`config.mk`:
```
export PLATFORM = sky130hd
export DESIGN_NAME = ext_reg_access
export DESIGN_NICKNAME = d
export VERILOG_FILES = /design/src/rtl/ext_reg_access.sv
export SDC_FILE = /design/constraint.sdc
export NUM_CORES = 1
export LEC_CHECK = 0
export BUFFER_PORTS_ARGS = -buffer_cell sky130_fd_sc_hd__buf_4
export CAP_MARGIN = 20
export CORE_MARGIN = 4
export CORE_UTILIZATION = 60
export CTS_BUF_LIST = sky130_fd_sc_hd__clkbuf_8 sky130_fd_sc_hd__clkbuf_16
export CTS_CLUSTER_DIAMETER = 80
export DETAILED_ROUTE_END_ITERATION = 6
export HOLD_SLACK_MARGIN = 0.15
export PLACE_DENSITY = 0.89
export SLEW_MARGIN = 20
export SYNTH_ARGS = -nofsm -noshare
export SYNTH_HDL_FRONTEND = slang
export SYNTH_SLANG_ARGS = --single-unit
```
`constraint.sdc`:
```
create_clock -name clk -period 3.85 [get_ports clk]
set_clock_uncertainty 0.15 [all_clocks]
set_input_delay 0.385 -clock clk [delete_from_list [all_inputs] [get_ports clk]]
set_output_delay 0.385 -clock clk [all_outputs]
set_load 0.02 [all_outputs]
```
`src/rtl/ext_reg_access.sv`:
```
module ext_reg_access #(
  parameter int DW        = 16,
  parameter int AW        = 5,
  parameter int EXT_DEPTH = 32,
  parameter int EXT_BASE  = 32,
  parameter int CTRL_ADDR = 13,
  parameter int WIN_ADDR  = 14,
  parameter logic [4:0] DEV_ID = 5'h1F
) (
  input  logic          clk,
  input  logic          rst_n,
  input  logic          req,
  input  logic          we,
  input  logic [AW-1:0] addr,
  input  logic [DW-1:0] wdata,
  output logic [DW-1:0] rdata
);
  localparam int IW = (EXT_DEPTH > 1) ? $clog2(EXT_DEPTH) : 1;

  logic [1:0]    mode;
  logic [4:0]    devad;
  logic [DW-1:0] ptr;
  logic [DW-1:0] ext_q [EXT_DEPTH];

  wire          hit_ctrl = (addr == AW'(CTRL_ADDR));
  wire          hit_win  = (addr == AW'(WIN_ADDR));
  wire          dev_ok   = (devad == DEV_ID);
  wire          win_go   = req && hit_win && dev_ok;
  wire [DW-1:0] offs     = ptr - DW'(EXT_BASE);
  wire          in_range = (offs < DW'(EXT_DEPTH));
  wire [IW-1:0] idx      = offs[IW-1:0];
  wire          bump     = win_go && ((mode == 2'b10) || (mode == 2'b11 && we));
  wire          ext_wr   = win_go && we && (mode != 2'b00) && in_range;

  always_ff @(posedge clk or negedge rst_n)
    if (!rst_n) begin
      mode  <= 2'b00;
      devad <= 5'd0;
    end else if (req && we && hit_ctrl) begin
      mode  <= wdata[DW-1:DW-2];
      devad <= wdata[4:0];
    end

  always_ff @(posedge clk or negedge rst_n)
    if (!rst_n)                           ptr <= '0;
    else if (win_go && we && mode == 2'b00) ptr <= wdata;
    else if (bump)                        ptr <= ptr + DW'(1);

  for (genvar g = 0; g < EXT_DEPTH; g++) begin : g_ext
    always_ff @(posedge clk or negedge rst_n)
      if (!rst_n)                           ext_q[g] <= '0;
      else if (ext_wr && idx == IW'(g))     ext_q[g] <= wdata;
  end

  always_comb begin
    rdata = '0;
    if (req && !we) begin
      if (hit_ctrl)
        rdata = {mode, {(DW-7){1'b0}}, devad};
      else if (hit_win && dev_ok)
        rdata = (mode == 2'b00) ? ptr : (in_range ? ext_q[idx] : '0);
    end
  end


  ptr_hold_m01_chk: assert property (@(posedge clk) disable iff (!rst_n)
    (req && hit_win && mode == 2'b01) |=> $stable(ptr));

  ptr_step_m10_chk: assert property (@(posedge clk) disable iff (!rst_n)
    (win_go && mode == 2'b10) |=> (ptr == $past(ptr) + DW'(1)));

  ptr_hold_rd_m11_chk: assert property (@(posedge clk) disable iff (!rst_n)
    (req && !we && hit_win && mode == 2'b11) |=> $stable(ptr));

  bad_dev_ptr_chk: assert property (@(posedge clk) disable iff (!rst_n)
    (req && hit_win && !dev_ok) |=> $stable(ptr));

  bad_dev_rd_zero_chk: assert property (@(posedge clk) disable iff (!rst_n)
    (req && !we && hit_win && !dev_ok) |-> (rdata == '0));

  ctrl_rsvd_zero_chk: assert property (@(posedge clk) disable iff (!rst_n)
    (req && !we && hit_ctrl) |-> (rdata[DW-3:5] == '0));

  other_addr_zero_chk: assert property (@(posedge clk) disable iff (!rst_n)
    (req && !we && !hit_ctrl && !hit_win) |-> (rdata == '0));
endmodule

```
# ---- Word level (Yosys, flattened, before mapping)
# Index checks and enable logic that the tools add are counted.
dict set report classes {
  bitwise 1
  n_lt_le_gt_ge 2
  mux 10
  add_sub_neg 2
  n_eq_ne 36
  n_reduce_logical 50
}
# operator count
set op_table {}
lappend op_table {{2-to-1 mux 16 bit} 9}
lappend op_table {{equality test 5 bit (second input constant)} 17}
lappend op_table {{binary-select mux 16 bit (select 5 bit)} 1}
lappend op_table {{equality test 5 x 4 -> 1 bit (second input constant)} 10}
lappend op_table {{logical AND 1 bit} 44}
lappend op_table {{equality test 5 x 3 -> 1 bit (second input constant)} 4}
lappend op_table {{adder 16 x 1 -> 16 bit (second input constant)} 1}
lappend op_table {{less-than comparator 16 x 6 -> 1 bit (second input constant)} 1}
lappend op_table {{subtractor 16 x 6 -> 16 bit (second input constant)} 1}
lappend op_table {{equality test 5 x 2 -> 1 bit (second input constant)} 2}
lappend op_table {{greater-or-equal comparator 6 bit (second input constant)} 1}
lappend op_table {{NOT 5 -> 6 bit} 1}
lappend op_table {{equality test 5 x 1 -> 1 bit (second input constant)} 1}
lappend op_table {{logical NOT 5 bit} 1}
lappend op_table {{equality test 2 bit (second input constant)} 2}
lappend op_table {{nonzero test 2 bit} 2}
lappend op_table {{logical NOT 2 bit} 1}
lappend op_table {{logical NOT 1 bit} 1}
lappend op_table {{logical OR 1 bit} 1}
dict set report word_totals {
  output_inout_bits 16
  word_cells 136
  regBits 535
  in_bits 25
}

# ---- Longest topological paths before layout
dict set report logic_depth {
  depth_word 10
  ltp_mapped 11
  mapped_depth_nobuf 7
}

# ---- Worst setup path after synthesis
# OpenSTA, ideal clock, no wires.
dict set report synth_path {
  path_kind {register to register}
  startpoint {register ptr[0]}
  endpoint {register ext_q[501] (netlist name)}
  path_stages_with_launch 12
  t_arrival_ns 2.905
  setup_ns 0.125
  slack_ns 0.670
  path_buffers 6
  required_ns 3.575
  cell_sequence {dfrtp_1 > clkbuf_1 > buf_2 > buf_2 > buf_2 > inv_1 > ha_1 > nor2b_1 > clkbuf_1 > nand2_1 > clkbuf_1 > mux2_2}
}
dict set report synth_between {
  elab_chain_cells 4
  elab_cells_between_ends 5
  cone_classes {add/sub (1); order compare (1); reduce/logical (3)}
}
# item line
set synth_rtl {}
lappend synth_rtl {{start, declared} 22} ;# logic [DW-1:0] ptr;
lappend synth_rtl {{start signal, assigned} 46} ;# else if (win_go && we && mode == 2'b00) ptr <= wdata;
lappend synth_rtl {{start signal, assigned} 47} ;# else if (bump) ptr <= ptr + DW'(1);
lappend synth_rtl {{subtractor 16 x 6 -> 16 bit (*)} 29} ;# wire [DW-1:0] offs = ptr - DW'(EXT_BASE);
lappend synth_rtl {{less-than comparator 16 x 6 -> 1 bit} 30} ;# wire in_range = (offs < DW'(EXT_DEPTH));
lappend synth_rtl {{logical AND 1 bit} 33} ;# wire ext_wr = win_go && we && (mode != 2'b00) && in_range;
lappend synth_rtl {{logical AND 1 bit (*)} 52} ;# else if (ext_wr && idx == IW'(g)) ext_q[g] <= wdata;
lappend synth_rtl {{end signal, assigned by index} 52}
lappend synth_rtl {{end, declared} 23} ;# logic [DW-1:0] ext_q [EXT_DEPTH];
# Every way passes the cells marked *; elsewhere a longest branch is shown, timed or not.
# A chain may end at the register's enable or synchronous reset.

# ---- Final worst setup path
dict set report layout_path {
  startpoint {register ptr[0]}
  endpoint {output rdata[3]}
}
dict set report layout_between {
  elab_chain_cells 10
  elab_cells_between_ends 11
  cone_classes {add/sub (1); order compare (1); mux (8); bitwise (1)}
}
# item line
set layout_rtl {}
lappend layout_rtl {{subtractor 16 x 6 -> 16 bit (*)} 29}
lappend layout_rtl {{NOT 5 -> 6 bit (implied by the code)} 61} ;# rdata = (mode == 2'b00) ? ptr : (in_range ? ext_q[idx] : '0);
lappend layout_rtl {{binary-select mux 16 bit (select 5 bit)} 61}
lappend layout_rtl {{2-to-1 mux 16 bit (implied by the code) (2 in series)} 61}
lappend layout_rtl {{2-to-1 mux 16 bit (*) (2 in series)} 61}
lappend layout_rtl {{2-to-1 mux 16 bit (*)} 60} ;# else if (hit_win && dev_ok)
lappend layout_rtl {{2-to-1 mux 16 bit (*)} 58} ;# if (hit_ctrl)
lappend layout_rtl {{2-to-1 mux 16 bit (*)} 57} ;# if (req && !we) begin
lappend layout_rtl {{end, declared} 16} ;# output logic [DW-1:0] rdata
# Every way passes the cells marked *; elsewhere a longest branch is shown, timed or not. The select of a mux whose other input is x is not followed.

==> results.sh <==
export IMPL_outcome="complete, no violations"
export IMPL_worstPathArrival_ns=3.14
export IMPL_die_h_um=211
export IMPL_clkTransAtPathRegs_ns=0.06
export IMPL_yosysWarnings=0
export IMPL_ant_nets=0
export IMPL_setup_viol=0
export IMPL_critPathKind="flip-flop to primary output"
export IMPL_fmaxAchievable_ghz=0.272
export IMPL_async_reset_ff_share_pct=100
export IMPL_hpwl_um=37700
export IMPL_max_cap_violations=0
export IMPL_nFillCells=2685
export IMPL_portBuffers=40
export IMPL_synthesis_area_per_instance_um2=15.2
export IMPL_final_min_clock_period_ns=3.68
export IMPL_grt_ovfl_total=0
export IMPL_grt_start_max_net_pins=102
export IMPL_insertion_delay_ns=0.60
export IMPL_initial_utilization_pct=60.7
export IMPL_final_min_period_over_clock_period_pct=95.5
export IMPL_slew_viol_final=0
export IMPL_floorplan_die_area_um2=44500
export IMPL_post_drt_via_cell_ratio=6.49
export IMPL_placementRows=74
export IMPL_critical_path_peak_fanout=22
export IMPL_min_path_type="input pin to flip-flop"
export IMPL_finish_net_count=1701
export IMPL_share_of_final_layout_standard_cells_stronger_than_drive_strength_1_pct=51.1
export IMPL_power_leakage_uw=0.0134
export IMPL_final_setup_tns_ns=0
export IMPL_topRoutingLayerUsed="met4"
export IMPL_synth_main_ff_cell="sky130_fd_sc_hd__dfrtp_1"
export IMPL_post_synth_num_cell_types=42
export IMPL_antennaDiodeCount=0
export IMPL_routedLengthMet1_um=24900
export IMPL_worst_slew_pin_transition_ns=1.02
export IMPL_netlist_area_um2=24700
export IMPL_grt_antenna_before_repair=0
export IMPL_synthToLayoutAreaGrowth_pct=12.6
export IMPL_fp_coreArea_um2=40700
export IMPL_wl_um=60200
export IMPL_cts_buffers_inserted=53
export IMPL_route_met2_wl_um=29600
export IMPL_syn_inst=1621
export IMPL_max_clock_path_buffers=3
export IMPL_num_vias=14552
export IMPL_grt_first_pass_wirelength_um=94100
export IMPL_cts_tree="built"
export IMPL_clock_tree_htree_level_count=2
export IMPL_vias_in_the_first_global_route=15370
export IMPL_drcViolationCount=0
export IMPL_met3WireLength_um=3990
export IMPL_mappedNetlistNets=1654
export IMPL_cp_start_kind="flip-flop"
export IMPL_grt_setup_unrepaired="no"
export IMPL_grt_use_total_pct=27.7
export IMPL_top_level_i_o_count=41
export IMPL_endpoint_kind="primary output"
export IMPL_drt_first_pass_iters=6
export IMPL_die_w_um=211
export IMPL_cts_root_buffer="sky130_fd_sc_hd__clkbuf_16"
export IMPL_final_hold_viol_count=0
export IMPL_postSynthRegisterBits=535
export IMPL_synth_yosys_seq_area_share_pct=54.2
export IMPL_ir_worst_vdd_uv=394
export IMPL_detailedRoute_firstIterationViolations=1315
export IMPL_critPathRequiredTime_ns=3.31
export IMPL_power_per_cell_area_nw_per_um2=399
export IMPL_hold_slack_ns=0.220
export IMPL_routabilityCongestion=0.910
export IMPL_clock_sinks=535
export IMPL_slew_headroom_pct=31.2
export IMPL_synth_edff_count=0
export IMPL_routed_wire_length_per_instance_um=26.9
## cells by family after synthesis
kind of cell / Yosys count / synth area share [%]
buffers and inverters: 158 / 2.51
multiplexers: 681 / 37.1
adder cells (fa/ha/maj): 8 / 0.405
AND/OR/NAND/NOR: 146 / 3.16
AO/OA/AOI/OAI: 80 / 2.20
XOR/XNOR: 13 / 0.461
flip-flops: 535 / 54.2
## cell usage in the layout, fill, tap and decap left out, types with 3 or more instances in the layout
cell type	instances
sky130_fd_sc_hd__nor4b_1	5
sky130_fd_sc_hd__clkbuf_8	15
sky130_fd_sc_hd__o21ai_0	5
sky130_fd_sc_hd__a32o_1	9
sky130_fd_sc_hd__nand2b_1	3
sky130_fd_sc_hd__mux2i_1	26
sky130_fd_sc_hd__nand3_1	15
sky130_fd_sc_hd__and3_1	7
sky130_fd_sc_hd__nor2_1	33
sky130_fd_sc_hd__nand4_1	4
sky130_fd_sc_hd__clkinv_2	11
sky130_fd_sc_hd__o22ai_1	22
sky130_fd_sc_hd__a21oi_1	16
sky130_fd_sc_hd__mux4_2	136
sky130_fd_sc_hd__nor2b_1	4
sky130_fd_sc_hd__mux2_2	519
sky130_fd_sc_hd__clkbuf_16	55
sky130_fd_sc_hd__buf_12	12
sky130_fd_sc_hd__nor4_2	4
sky130_fd_sc_hd__clkinvlp_4	4
sky130_fd_sc_hd__nor4_1	9
sky130_fd_sc_hd__buf_4	105
sky130_fd_sc_hd__dfrtp_1	532
sky130_fd_sc_hd__a22oi_1	18
sky130_fd_sc_hd__nor3_1	9
sky130_fd_sc_hd__ha_1	8
sky130_fd_sc_hd__xnor2_1	13
sky130_fd_sc_hd__or4_1	4
sky130_fd_sc_hd__dlygate4sd3_1	16
sky130_fd_sc_hd__nand2_1	37
sky130_fd_sc_hd__o211ai_1	3
sky130_fd_sc_hd__inv_1	24
## worst paths after layout
kind | start | cells past startpoint | end | slack [ns]
max | ptr[0] | 7 | rdata[3] | 0.17
min | wdata[4] | 2 | ext_q[452] | 0.22
max reg2reg | ptr[5] | 11 | ext_q[133] | 0.51
min reg2reg | ext_q[452] | 1 | ext_q[452] | 0.35
max in group asynchronous | rst_n | 3 | ext_q[142] | 2.24
min in group asynchronous | rst_n | 2 | ext_q[511] | 0.24
## layer usage
| metal | vias up | global-route usage [%] |
|---|---|---|
| met2 | 489 | 45.0 |
| met1 | 7799 | 39.6 |
| met5 | - | 0 |
| li1 | 6157 | - |
| met4 | 0 | 7.91 |
| met3 | 107 | 4.43 |
## power breakdown
| part | leakage (uW) | switching [uW] | internal [uW] |
|---|---|---|---|
| Sequential | 0.00746 | 15.9 | 5630 |
| Combinational | 0.00502 | 232 | 57.1 |
| Clock | 0.000905 | 2160 | 3000 |
## state kept, by name (all words and copies together), names as in the netlist
register  count
ext_q       512
ptr          16
devad         5
mode          2
## cell usage after synthesis (all sizes together), types with 2 or more instances
cell    count  area [um2]
dfrtp     535       13400
mux2      519        5840
mux4      136        3060
clkbuf    106         398
nand2      37         139
buf        36         161
nor2       33         124
mux2i      26         260
o22ai      22         138
a22oi      18         135
a21oi      16        80.1
inv        16        60.1
nand3      15        75.1
nor4       15         136
xnor2      13         114
nor3       10        50.1
a32o        9        90.1
ha          8         100
and3        7        43.8
o21ai       6        30.0
nand4       5        37.5
nor4b       5        43.8
nor2b       4        25.0
or4         4        30.0
nand2b      3        18.8
o211ai      3        22.5
a21boi      2        15.0
nand3b      2        15.0
or3         2        12.5
## worst max-delay path: stages (launching register included)
cell and delay (ns):
sky130_fd_sc_hd__dfrtp_4 0.49, sky130_fd_sc_hd__buf_12 0.22, sky130_fd_sc_hd__buf_12 0.24, sky130_fd_sc_hd__mux4_2 0.54, sky130_fd_sc_hd__o22ai_1 0.38, sky130_fd_sc_hd__nor4b_1 0.15
sky130_fd_sc_hd__a221o_1 0.33, sky130_fd_sc_hd__buf_4 0.17
## through the flow
step	utilization (%)	instances	setup slack, ns	power [uW]	area (um2)
finish	68.3	2241	0.172	11100	27800
CTS	68.1	2236	0.0187	11200	27800
global route	68.3	2241	0.103	11400	27800
global placement	63.3	2121	0.632	6020	25800
floorplan	-	1621	0.670	5830	24700
detailed placement	63.3	2121	0.611	6030	25800
## layout make-up
type                    instances  area, um2  share of cell area [%]
flip-flops and latches        535      13400                    48.2
multi-input cells             928      10700                    38.6
clock buffers                  70       1580                    5.69
repair buffers                134       1200                    4.33
well taps                     532        666                    2.39
clock inverters                26        184                   0.661
inverters                      16       60.1                   0.216
## repair_timing
action,in CTS,in global routing
buffers inserted,3,5
resized for setup,0,2
pin swaps,0,1
hold buffers,16,0
setup endpoints to repair,1,9
endpoints found under the hold margin,94,0
Power figures use the tool's default switching activity.
